<file path="src/rtl/lvds_deser_pkg.sv">
package lvds_deser_pkg;

    localparam int SLOTS      = 7;
    localparam int DLANES     = 3;
    localparam int WORD_W     = SLOTS * DLANES;
    localparam int SLOT_W     = $clog2(SLOTS);
    localparam int LAST_SLOT  = SLOTS - 1;
    localparam int FALL_SLOT  = 2;
    localparam logic [SLOTS-1:0] CLK_SHAPE = 7'b1100011;

    typedef logic [SLOT_W-1:0] slot_t;
    typedef logic [SLOTS-1:0]  lane_bits_t;

    typedef struct packed {
        logic       de;
        logic       vsync;
        logic       hsync;
        logic [5:0] blu;
        logic [5:0] grn;
        logic [5:0] red;
    } pix_word_t;

    function automatic slot_t slot_after(slot_t s);
        return (s == slot_t'(LAST_SLOT)) ? slot_t'(0) : slot_t'(s + slot_t'(1));
    endfunction

    function automatic logic strobe_phase(slot_t s);
        return (s == slot_t'(LAST_SLOT)) || (s <= slot_t'(FALL_SLOT));
    endfunction

endpackage

</file>
<file path="src/rtl/lane_shifter.sv">
module lane_shifter
    import lvds_deser_pkg::*;
(
    input  logic       clk,
    input  logic       rst,
    input  logic       bit_in,
    output lane_bits_t sh_next
);
    lane_bits_t sh_q;

    // first bit in ends at index 0 after a full frame
    assign sh_next = {bit_in, sh_q[SLOTS-1:1]};

    always_ff @(posedge clk) begin
        if (rst) sh_q <= '0;
        else     sh_q <= sh_next;
    end
endmodule

</file>
<file path="src/rtl/frame_aligner.sv">
module frame_aligner
    import lvds_deser_pkg::*;
#(
    parameter int LOCK_FRAMES = 4
) (
    input  logic       clk,
    input  logic       rst,
    input  logic       pwr_n,
    input  logic       clk_bit,
    input  lane_bits_t clk_sh_next,
    output logic       frame_end,
    output logic       shape_ok,
    output logic       lock_q,
    output logic       lock_d,
    output slot_t      cur_slot
);
    localparam int CNT_W = $clog2(LOCK_FRAMES + 1);

    slot_t            slot_q;
    logic             prev_q;
    logic             fall_seen;
    logic [CNT_W-1:0] cnt_q, cnt_d;

    assign fall_seen = prev_q & ~clk_bit;
    assign cur_slot  = fall_seen ? slot_t'(FALL_SLOT) : slot_q;
    assign frame_end = pwr_n && (cur_slot == slot_t'(LAST_SLOT));
    assign shape_ok  = (clk_sh_next == CLK_SHAPE);

    always_comb begin
        cnt_d  = cnt_q;
        lock_d = lock_q;
        if (!pwr_n) begin
            cnt_d  = '0;
            lock_d = 1'b0;
        end else if (frame_end) begin
            if (shape_ok) begin
                cnt_d  = (cnt_q == CNT_W'(LOCK_FRAMES)) ? cnt_q : CNT_W'(cnt_q + CNT_W'(1));
                lock_d = (cnt_q >= CNT_W'(LOCK_FRAMES - 1));
            end else begin
                cnt_d  = '0;
                lock_d = 1'b0;
            end
        end
    end

    always_ff @(posedge clk) begin
        if (rst || !pwr_n) begin
            slot_q <= '0;
            prev_q <= 1'b0;
        end else begin
            slot_q <= slot_after(cur_slot);
            prev_q <= clk_bit;
        end
    end

    always_ff @(posedge clk) begin
        if (rst) begin
            cnt_q  <= '0;
            lock_q <= 1'b0;
        end else begin
            cnt_q  <= cnt_d;
            lock_q <= lock_d;
        end
    end


    lock_rise_chk: assert property (@(posedge clk) disable iff (rst)
        $rose(lock_q) |-> $past(frame_end) && $past(shape_ok));


    lock_fall_chk: assert property (@(posedge clk) disable iff (rst)
        $fell(lock_q) |-> ($past(frame_end) || !$past(pwr_n)));


    slot_range_chk: assert property (@(posedge clk) disable iff (rst)
        slot_q <= slot_t'(LAST_SLOT));
endmodule

</file>
<file path="src/rtl/word_capture.sv">
module word_capture
    import lvds_deser_pkg::*;
(
    input  logic              clk,
    input  logic              rst,
    input  logic              pwr_n,
    input  logic              frame_end,
    input  logic              shape_ok,
    input  logic              lock_q,
    input  logic              lock_d,
    input  slot_t             cur_slot,
    input  logic [WORD_W-1:0] word_next,
    output pix_word_t         word_q,
    output logic              pix_clk_q
);
    logic load;

    assign load = frame_end && shape_ok && lock_q;

    always_ff @(posedge clk) begin
        if (rst) begin
            word_q    <= '0;
            pix_clk_q <= 1'b0;
        end else begin
            if (load) word_q <= pix_word_t'(word_next);
            pix_clk_q <= pwr_n && lock_d && strobe_phase(cur_slot);
        end
    end


    strobe_stable_chk: assert property (@(posedge clk) disable iff (rst)
        $fell(pix_clk_q) |-> $stable(word_q));


    pd_hold_chk: assert property (@(posedge clk) disable iff (rst)
        !pwr_n |=> $stable(word_q) && !pix_clk_q);


    load_gate_chk: assert property (@(posedge clk) disable iff (rst)
        !lock_q |=> $stable(word_q));
endmodule

</file>
<file path="src/rtl/lvds_lane_deser.sv">
module lvds_lane_deser
    import lvds_deser_pkg::*;
#(
    parameter int LOCK_FRAMES = 4
) (
    input  logic              clk,
    input  logic              rst,
    input  logic              pwr_n,
    input  logic [DLANES-1:0] lane_data,
    input  logic              lane_clk,
    output logic [WORD_W-1:0] pix_word,
    output logic              pix_clk,
    output logic              locked
);
    lane_bits_t        data_sh [DLANES];
    lane_bits_t        clk_sh;
    logic [WORD_W-1:0] word_next;
    logic              frame_end, shape_ok, lock_q, lock_d;
    slot_t             cur_slot;
    pix_word_t         word_q;

    for (genvar i = 0; i < DLANES; i++) begin : g_lane
        lane_shifter u_sh (
            .clk     (clk),
            .rst     (rst),
            .bit_in  (lane_data[i]),
            .sh_next (data_sh[i])
        );
        assign word_next[i*SLOTS +: SLOTS] = data_sh[i];
    end

    lane_shifter u_clk_sh (
        .clk     (clk),
        .rst     (rst),
        .bit_in  (lane_clk),
        .sh_next (clk_sh)
    );

    frame_aligner #(.LOCK_FRAMES(LOCK_FRAMES)) u_align (
        .clk         (clk),
        .rst         (rst),
        .pwr_n       (pwr_n),
        .clk_bit     (lane_clk),
        .clk_sh_next (clk_sh),
        .frame_end   (frame_end),
        .shape_ok    (shape_ok),
        .lock_q      (lock_q),
        .lock_d      (lock_d),
        .cur_slot    (cur_slot)
    );

    word_capture u_cap (
        .clk       (clk),
        .rst       (rst),
        .pwr_n     (pwr_n),
        .frame_end (frame_end),
        .shape_ok  (shape_ok),
        .lock_q    (lock_q),
        .lock_d    (lock_d),
        .cur_slot  (cur_slot),
        .word_next (word_next),
        .word_q    (word_q),
        .pix_clk_q (pix_clk)
    );

    assign pix_word = word_q;
    assign locked   = lock_q;


    strobe_needs_lock_chk: assert property (@(posedge clk) disable iff (rst)
        pix_clk |-> locked);
endmodule

</file>
<file path="config.mk">
export PLATFORM = sky130hd
export DESIGN_NAME = lvds_lane_deser
export DESIGN_NICKNAME = d
export VERILOG_FILES = /design/src/rtl/lvds_deser_pkg.sv /design/src/rtl/lane_shifter.sv /design/src/rtl/frame_aligner.sv /design/src/rtl/word_capture.sv /design/src/rtl/lvds_lane_deser.sv
export SDC_FILE = /design/constraint.sdc
export NUM_CORES = 1
export LEC_CHECK = 0
export CORE_MARGIN = 5
export CORE_UTILIZATION = 40
export DETAILED_ROUTE_END_ITERATION = 12
export SLEW_MARGIN = 20
export SYNTH_ARGS = -nofsm -noshare
export SYNTH_HDL_FRONTEND = slang
export SYNTH_HIERARCHICAL = 1
export SYNTH_SLANG_ARGS = --single-unit
</file>
<file path="constraint.sdc">
create_clock -name clk -period 2.3 [get_ports clk]
set_input_delay 0.69 -clock clk [delete_from_list [all_inputs] [get_ports clk]]
set_output_delay 0.69 -clock clk [all_outputs]
set_load 0.03 [all_outputs]
</file>
### Yosys cells after proc, flatten, opt, wreduce, memory -nomap -nowiden

Cells that the tools add are included.

| cells by class | value |
|---|---|
| add/subtract/negate cells | 2 |
| multipliers | 0 |
| divide/modulo/power cells | 0 |
| magnitude comparators | 2 |
| equality and inequality tests | 4 |
| shift-type cells | 0 |
| mux-type cells | 6 |
| bitwise gates (word level) | 3 |
| reductions and logical operators | 11 |

Operator list:

| kind | number |
|---|---|
| $mux 3 | 3 |
| $eq 7x7->1 const B | 1 |
| $add 3x1->3 const B | 2 |
| $eq 3x3->1 const B | 2 |
| $logic_and 1x1->1 | 5 |
| $reduce_or 2->1 | 2 |
| $ge 3x2->1 const B | 1 |
| $le 3x2->1 const B | 1 |
| $mux 1 | 3 |
| $logic_or 1x1->1 | 2 |
| $ne 2x2->1 const B | 1 |
| $not 1->1 | 2 |
| $reduce_and 2->1 | 1 |
| $and 1x1->1 | 1 |
| $logic_not 1->1 | 1 |

| word-level totals | value |
|---|---|
| register bits | 58 |
| latch bits | 0 |
| RAM bits | 0 |
| bits in read-only memories | 0 |
| input bits | 7 |
| output and inout bits | 23 |
| word-level logic and storage cells | 43 |
| memories kept | 0 |

### Depth between registers and ports, before layout

| logic depth | value |
|---|---|
| word-level depth | 9 |
| depth in mapped cells | 9 |
| gate-level depth less buffers | 8 |

### By module

Netlist, hierarchy kept.

Modules (own cells, without submodules):

| module | times used | cells an instance | area each (um2) | seq. area each (um2) |
|---|---|---|---|---|
| word_capture | 1 | 96 | 1,011.0 | 440.4 |
| lane_shifter | 4 | 13 | 165.2 | 120.1 |
| frame_aligner | 1 | 51 | 476.7 | 160.2 |

### Least setup slack after synthesis

Ideal clock, no wire load.

| timing | value |
|---|---|
| path kind | input to register |
| start point | input port lane_clk |
| end point | register, netlist name u_cap/word_q[0] |
| library setup time | 72 ps |
| data arrival time | 2,112 ps |
| data required time | 2,228 ps |
| setup slack | 117 ps |
| stages on the path | 9 |
| path buffers | 2 |
| path through | or2b_2 nand2b_1 ha_1 nand4_1 inv_1 and3_4 buf_6 buf_12 mux2i_1 |

| on the way | value |
|---|---|
| word-level cells in the longest chain between the ends | 7 |
| elaborated cells between the ends (all ways) | 8 |
| classes of those cells | 2 x eq/ne; 1 x mux; 2 x bitwise; 3 x reduce/logical |

Ends and longest elaborated chain:

| element | line | source |
|---|---|---|
| start, declared | lvds_lane_deser.sv:10 | `input logic lane_clk,` |
| $not 1->1 | frame_aligner.sv:24 | `assign fall_seen = prev_q & ~clk_bit;` |
| $and 1x1->1 | frame_aligner.sv:24 |  |
| $mux 3 | frame_aligner.sv:25 | `assign cur_slot = fall_seen ? slot_t'(FALL_SLOT) : slot_q;` |
| net cur_slot[1] | lvds_lane_deser.sv:19 | `slot_t cur_slot;` |
| $eq 3x3->1 | frame_aligner.sv:26 | `assign frame_end = pwr_n && (cur_slot == slot_t'(LAST_SLOT));` |
| $logic_and 1x1->1 | frame_aligner.sv:26 |  |
| net frame_end | lvds_lane_deser.sv:18 | `logic frame_end, shape_ok, lock_q, lock_d;` |
| $logic_and 1x1->1 (2 in series) | word_capture.sv:18 | `assign load = frame_end && shape_ok && lock_q;` |

The timed path passes the listed nets, and every way through them passes these cells.
A chain may end at the register's enable or synchronous reset.

### Worst setup path after layout

| timing | value |
|---|---|
| start point | input port lane_clk |
| end point | register, netlist name u_cap/word_q[17] |

| on the way | value |
|---|---|
| word-level cells in the longest chain between the ends | 7 |
| elaborated cells between the ends (all ways) | 8 |
| classes of those cells | 2 x eq/ne; 1 x mux; 2 x bitwise; 3 x reduce/logical |

Ends and longest elaborated chain:

| element | line |
|---|---|
| $not 1->1 | frame_aligner.sv:24 |
| $and 1x1->1 | frame_aligner.sv:24 |
| $mux 3 | frame_aligner.sv:25 |
| $eq 3x3->1 | frame_aligner.sv:26 |
| $logic_and 1x1->1 | frame_aligner.sv:26 |
| net frame_end | lvds_lane_deser.sv:18 |
| $logic_and 1x1->1 (2 in series) | word_capture.sv:18 |

The timed path passes the listed nets, and every way through them passes these cells.

==> results.py <==
metrics = {
    "die": {
        "fp.dieArea_mm2": 0.00694,
        "die_w_um": 83.3,
        "io_pins": 30,
        "core_mm2": 0.00517,
        "start_util": 0.415,
        "die_h_um": 83.3,
        "fp-row-count": 26,
    },
    "yosys": {
        "combined_area_of_all_synthesized_cells_mm2": 0.00215,
        "synth-seq-area-share": 0.503,
        "syn_avg_cell_area_um2": 10.8,
        "yosysUniqueCellTypes": 28,
        "synthesis.instances": 199,
        "synth.yosys.warnings": 6,
        "yosys_register_bits": 54,
        "syn_nets": 211,
    },
    "sta": {
        "fin_crit_ns": 2.19,
        "final.hold.worst_slack_ns": 0.460,
        "setup_total_negative_slack_ns": 0,
        "worst_clock_skew_ns": 0.00769,
        "achievable-frequency_mhz": 456,
        "min_period_over_period": 0.954,
        "finalHoldViolCount": 0,
        "timing_worst_slew_pin_value_ns": 0.375,
        "setup_viol": 0,
        "timing.final.max_slew_violations": 0,
        "slew_headroom": 0.750,
    },
    "critical_path": {
        "setup.worst_path.start_class": "primary input",
        "startpoint": "lane_clk",
        "crit_fanout": 11,
        "worst_r2r_path_depth": 8,
        "worst-r2r-setup-slack_ns": 0.61,
        "critical_path.reg2reg.startpoint": "u_align/prev_q",
        "cp.required_ns": 2.54,
        "worst_r2r_end": "u_cap/word_q[17]",
        "criticalPathCategory": "in2reg",
        "setup.worst_path.end_class": "register",
        "critical_path_arrival_ns": 2.43,
    },
    "min_path": {
        "worstHoldPathCells": 1,
        "worstHoldStart": "u_clk_sh/sh_q[2]",
        "min_to": "u_clk_sh/sh_q[1]",
        "holdCritPathClass": "reg2reg",
    },
    "clocking": {
        "clkLatencyLatePin_ns": 0.30,
        "post_cts_hold_buffer_count": 0,
        "cts.sinks": 54,
        "clockRootBuffer": "sky130_fd_sc_hd__clkbuf_8",
        "tritoncts.num_buffers": 5,
        "deepest_level_of_the_cts_h_tree": 2,
        "cts.reportedPaths.clkPinSlew_ns": 0.09,
        "clock_path_buffers": 2,
        "cts_tree": "yes",
    },
    "cells_and_area": {
        "finalNetCount": 251,
        "final_cell_area_mm2": 0.00272,
        "layout_common_cells": "sky130_fd_sc_hd__dfxtp_1 (54), sky130_fd_sc_hd__nand2b_1 (43), sky130_fd_sc_hd__clkdlybuf4s50_1 (28)",
        "final-instance-count-excl-fill": 310,
        "areaGrowthSynthToFinish_pct": 26.5,
        "final.fill_count": 463,
        "layout_cell_share_with_drive_strength_beyond_1": 0.138,
        "antennaDiodeCount": 0,
        "layout_commonest_cell": "sky130_fd_sc_hd__dfxtp_1",
    },
    "flow_run": {
        "drv_cap": 0,
    },
    "pwr": {
        "power_density_mw_per_mm2": 609,
        "power.leakage_nw": 0.963,
        "finalPower_w": 0.00166,
        "vdd_ir_drop_max_uv": 274,
    },
    "global_routing": {
        "grt_antenna_before_repair": 0,
        "overflow": 0,
        "grtUsageTotal": 0.0989,
        "grt_max_degree": 31,
        "grt_pass1_vias": 1313,
        "grt_first_pass_wirelength_um": 5690,
    },
    "route": {
        "drtPass1Iterations": 4,
        "ant_nets": 0,
        "number_of_drc_markers_in_iteration_0": 65,
        "finalWirelength_um": 3360,
        "drc": 0,
        "detail_route.wl_per_cell_um": 10.8,
        "routed-via-count": 1363,
        "post_drt_via_cell_ratio": 4.40,
    },
    "placed_design": {
        "post-dp-hpwl_um": 2310,
        "buffer_ports.inserted": 29,
        "dpl_cell_area_mm2": 0.00256,
        "gp_congestion": 0.760,
        "cell_count_post_placement": 300,
    },
    "run_status": {
        "outcome": "completed",
    },
}
==> final cells by class <==
class	count	area [um^2]	area share
flip-flops and latches	54	1080	0.398
multi-input cells	129	967	0.356
repair buffers	44	453	0.167
inverters	5	18.8	0.00691
clock inverters	2	37.5	0.0138
well taps	70	87.6	0.0322
clock buffers	6	72.6	0.0267
==> repair_timing <==
action / in CTS / in global routing
buffers inserted: 0 / 1
gates resized for setup: 0 / 4
endpoints found under the setup margin: 0 / 21
==> stage by stage <==
step,setup slack [ns],util
final,0.105,0.525
after detailed placement,-0.264,0.495
after CTS,0.0545,0.516
after floorplan,0.117,-
after global routing,-0.00568,0.525
after global placement,-0.207,0.495
==> critical path: stages <==
cell                              delay (ns)
sky130_fd_sc_hd__clkdlybuf4s50_1        0.42
sky130_fd_sc_hd__or2b_4                 0.29
sky130_fd_sc_hd__nand2_2                0.08
sky130_fd_sc_hd__ha_2                   0.17
sky130_fd_sc_hd__nand4_1                0.10
sky130_fd_sc_hd__inv_1                  0.09
sky130_fd_sc_hd__and3_4                 0.24
sky130_fd_sc_hd__buf_12                 0.16
sky130_fd_sc_hd__mux2i_1                0.17
==> registers in the layout, indices dropped and copies added, names as in the netlist <==
signal            count
u_cap/word_q         21
g_lane.u_sh/sh_q     18
u_clk_sh/sh_q         6
u_align/cnt_q         3
u_align/slot_q        3
u_align/lock_q        1
u_align/prev_q        1
u_cap/pix_clk_q       1
==> synth_stat cells <==
| cell | instances | area, um^2 |
|---|---|---|
| sky130_fd_sc_hd__or2b_2 | 1 | 8.76 |
| sky130_fd_sc_hd__nand4bb_4 | 1 | 27.5 |
| sky130_fd_sc_hd__mux2i_1 | 22 | 220 |
| sky130_fd_sc_hd__a211oi_1 | 1 | 7.51 |
| sky130_fd_sc_hd__ha_1 | 5 | 62.6 |
| sky130_fd_sc_hd__and2_1 | 2 | 12.5 |
| sky130_fd_sc_hd__dfxtp_1 | 54 | 1080 |
| sky130_fd_sc_hd__a211oi_2 | 1 | 12.5 |
| sky130_fd_sc_hd__nor3_1 | 1 | 5.00 |
| sky130_fd_sc_hd__xnor2_1 | 1 | 8.76 |
| sky130_fd_sc_hd__nor3_4 | 1 | 16.3 |
| sky130_fd_sc_hd__clkbuf_1 | 4 | 15.0 |
| sky130_fd_sc_hd__nor4_1 | 1 | 6.26 |
| sky130_fd_sc_hd__nor2_1 | 4 | 15.0 |
| sky130_fd_sc_hd__o21ai_0 | 2 | 10.0 |
| sky130_fd_sc_hd__nor4_2 | 1 | 12.5 |
| sky130_fd_sc_hd__buf_12 | 2 | 40.0 |
| sky130_fd_sc_hd__and3_4 | 1 | 11.3 |
| sky130_fd_sc_hd__nand2_1 | 6 | 22.5 |
| sky130_fd_sc_hd__mux2_1 | 1 | 11.3 |
| sky130_fd_sc_hd__a21oi_1 | 3 | 15.0 |
| sky130_fd_sc_hd__inv_1 | 5 | 18.8 |
| sky130_fd_sc_hd__nor2b_1 | 26 | 163 |
| sky130_fd_sc_hd__nand4_1 | 3 | 18.8 |
| sky130_fd_sc_hd__nand2b_1 | 44 | 275 |
| sky130_fd_sc_hd__buf_4 | 4 | 30.0 |
| sky130_fd_sc_hd__buf_6 | 1 | 11.3 |
| sky130_fd_sc_hd__nand3_2 | 1 | 10.0 |
==> cell families (layout without fill, tap and decap cells) <==
kind of cell | after synthesis | in the layout | share of synthesized area
compound gates | 7 | 7 | 0.0210
xor+xnor | 1 | 1 | 0.00408
fa+ha+maj | 5 | 5 | 0.0291
flops | 54 | 54 | 0.503
buf+inv | 16 | 57 | 0.0536
simple gates | 93 | 93 | 0.281
mux | 23 | 23 | 0.108
==> routing by layer <==
metal | wire (um) | track usage | share of wire | vias to the layer above
li1 | - | - | - | 719
met1 | 1550 | 0.120 | 0.46 | 611
met2 | 1570 | 0.160 | 0.47 | 27
met3 | 183 | 0.0337 | 0.055 | 6
met4 | 53 | 0.0401 | 0.016 | 0
met5 | 0 | 0 | 0 | -
==> report_power, final <==
part           total (W)  leakage (nW)  internal [W]  switching [W]
registers       0.000954         0.438      0.000948     0.00000628
clock network   0.000623        0.0514      0.000325       0.000298
logic          0.0000792         0.474     0.0000464      0.0000328
total            0.00166         0.963       0.00132       0.000337
==> worst max-delay path by stage <==
| stage | endpoint | slack (ns) | depth (start not counted) |
|---|---|---|---|
| after floorplan | u_cap/word_q[0] | 0.12 | 9 |
| after global placement | u_cap/word_q[5] | -0.21 | 9 |
| after detailed placement | u_cap/word_q[3] | -0.26 | 9 |
| after CTS | u_cap/word_q[3] | 0.05 | 9 |
| after global routing | u_cap/word_q[6] | -0.006 | 9 |
| final | u_cap/word_q[17] | 0.11 | 9 |
Note: power is estimated with default switching activity, not from simulation.
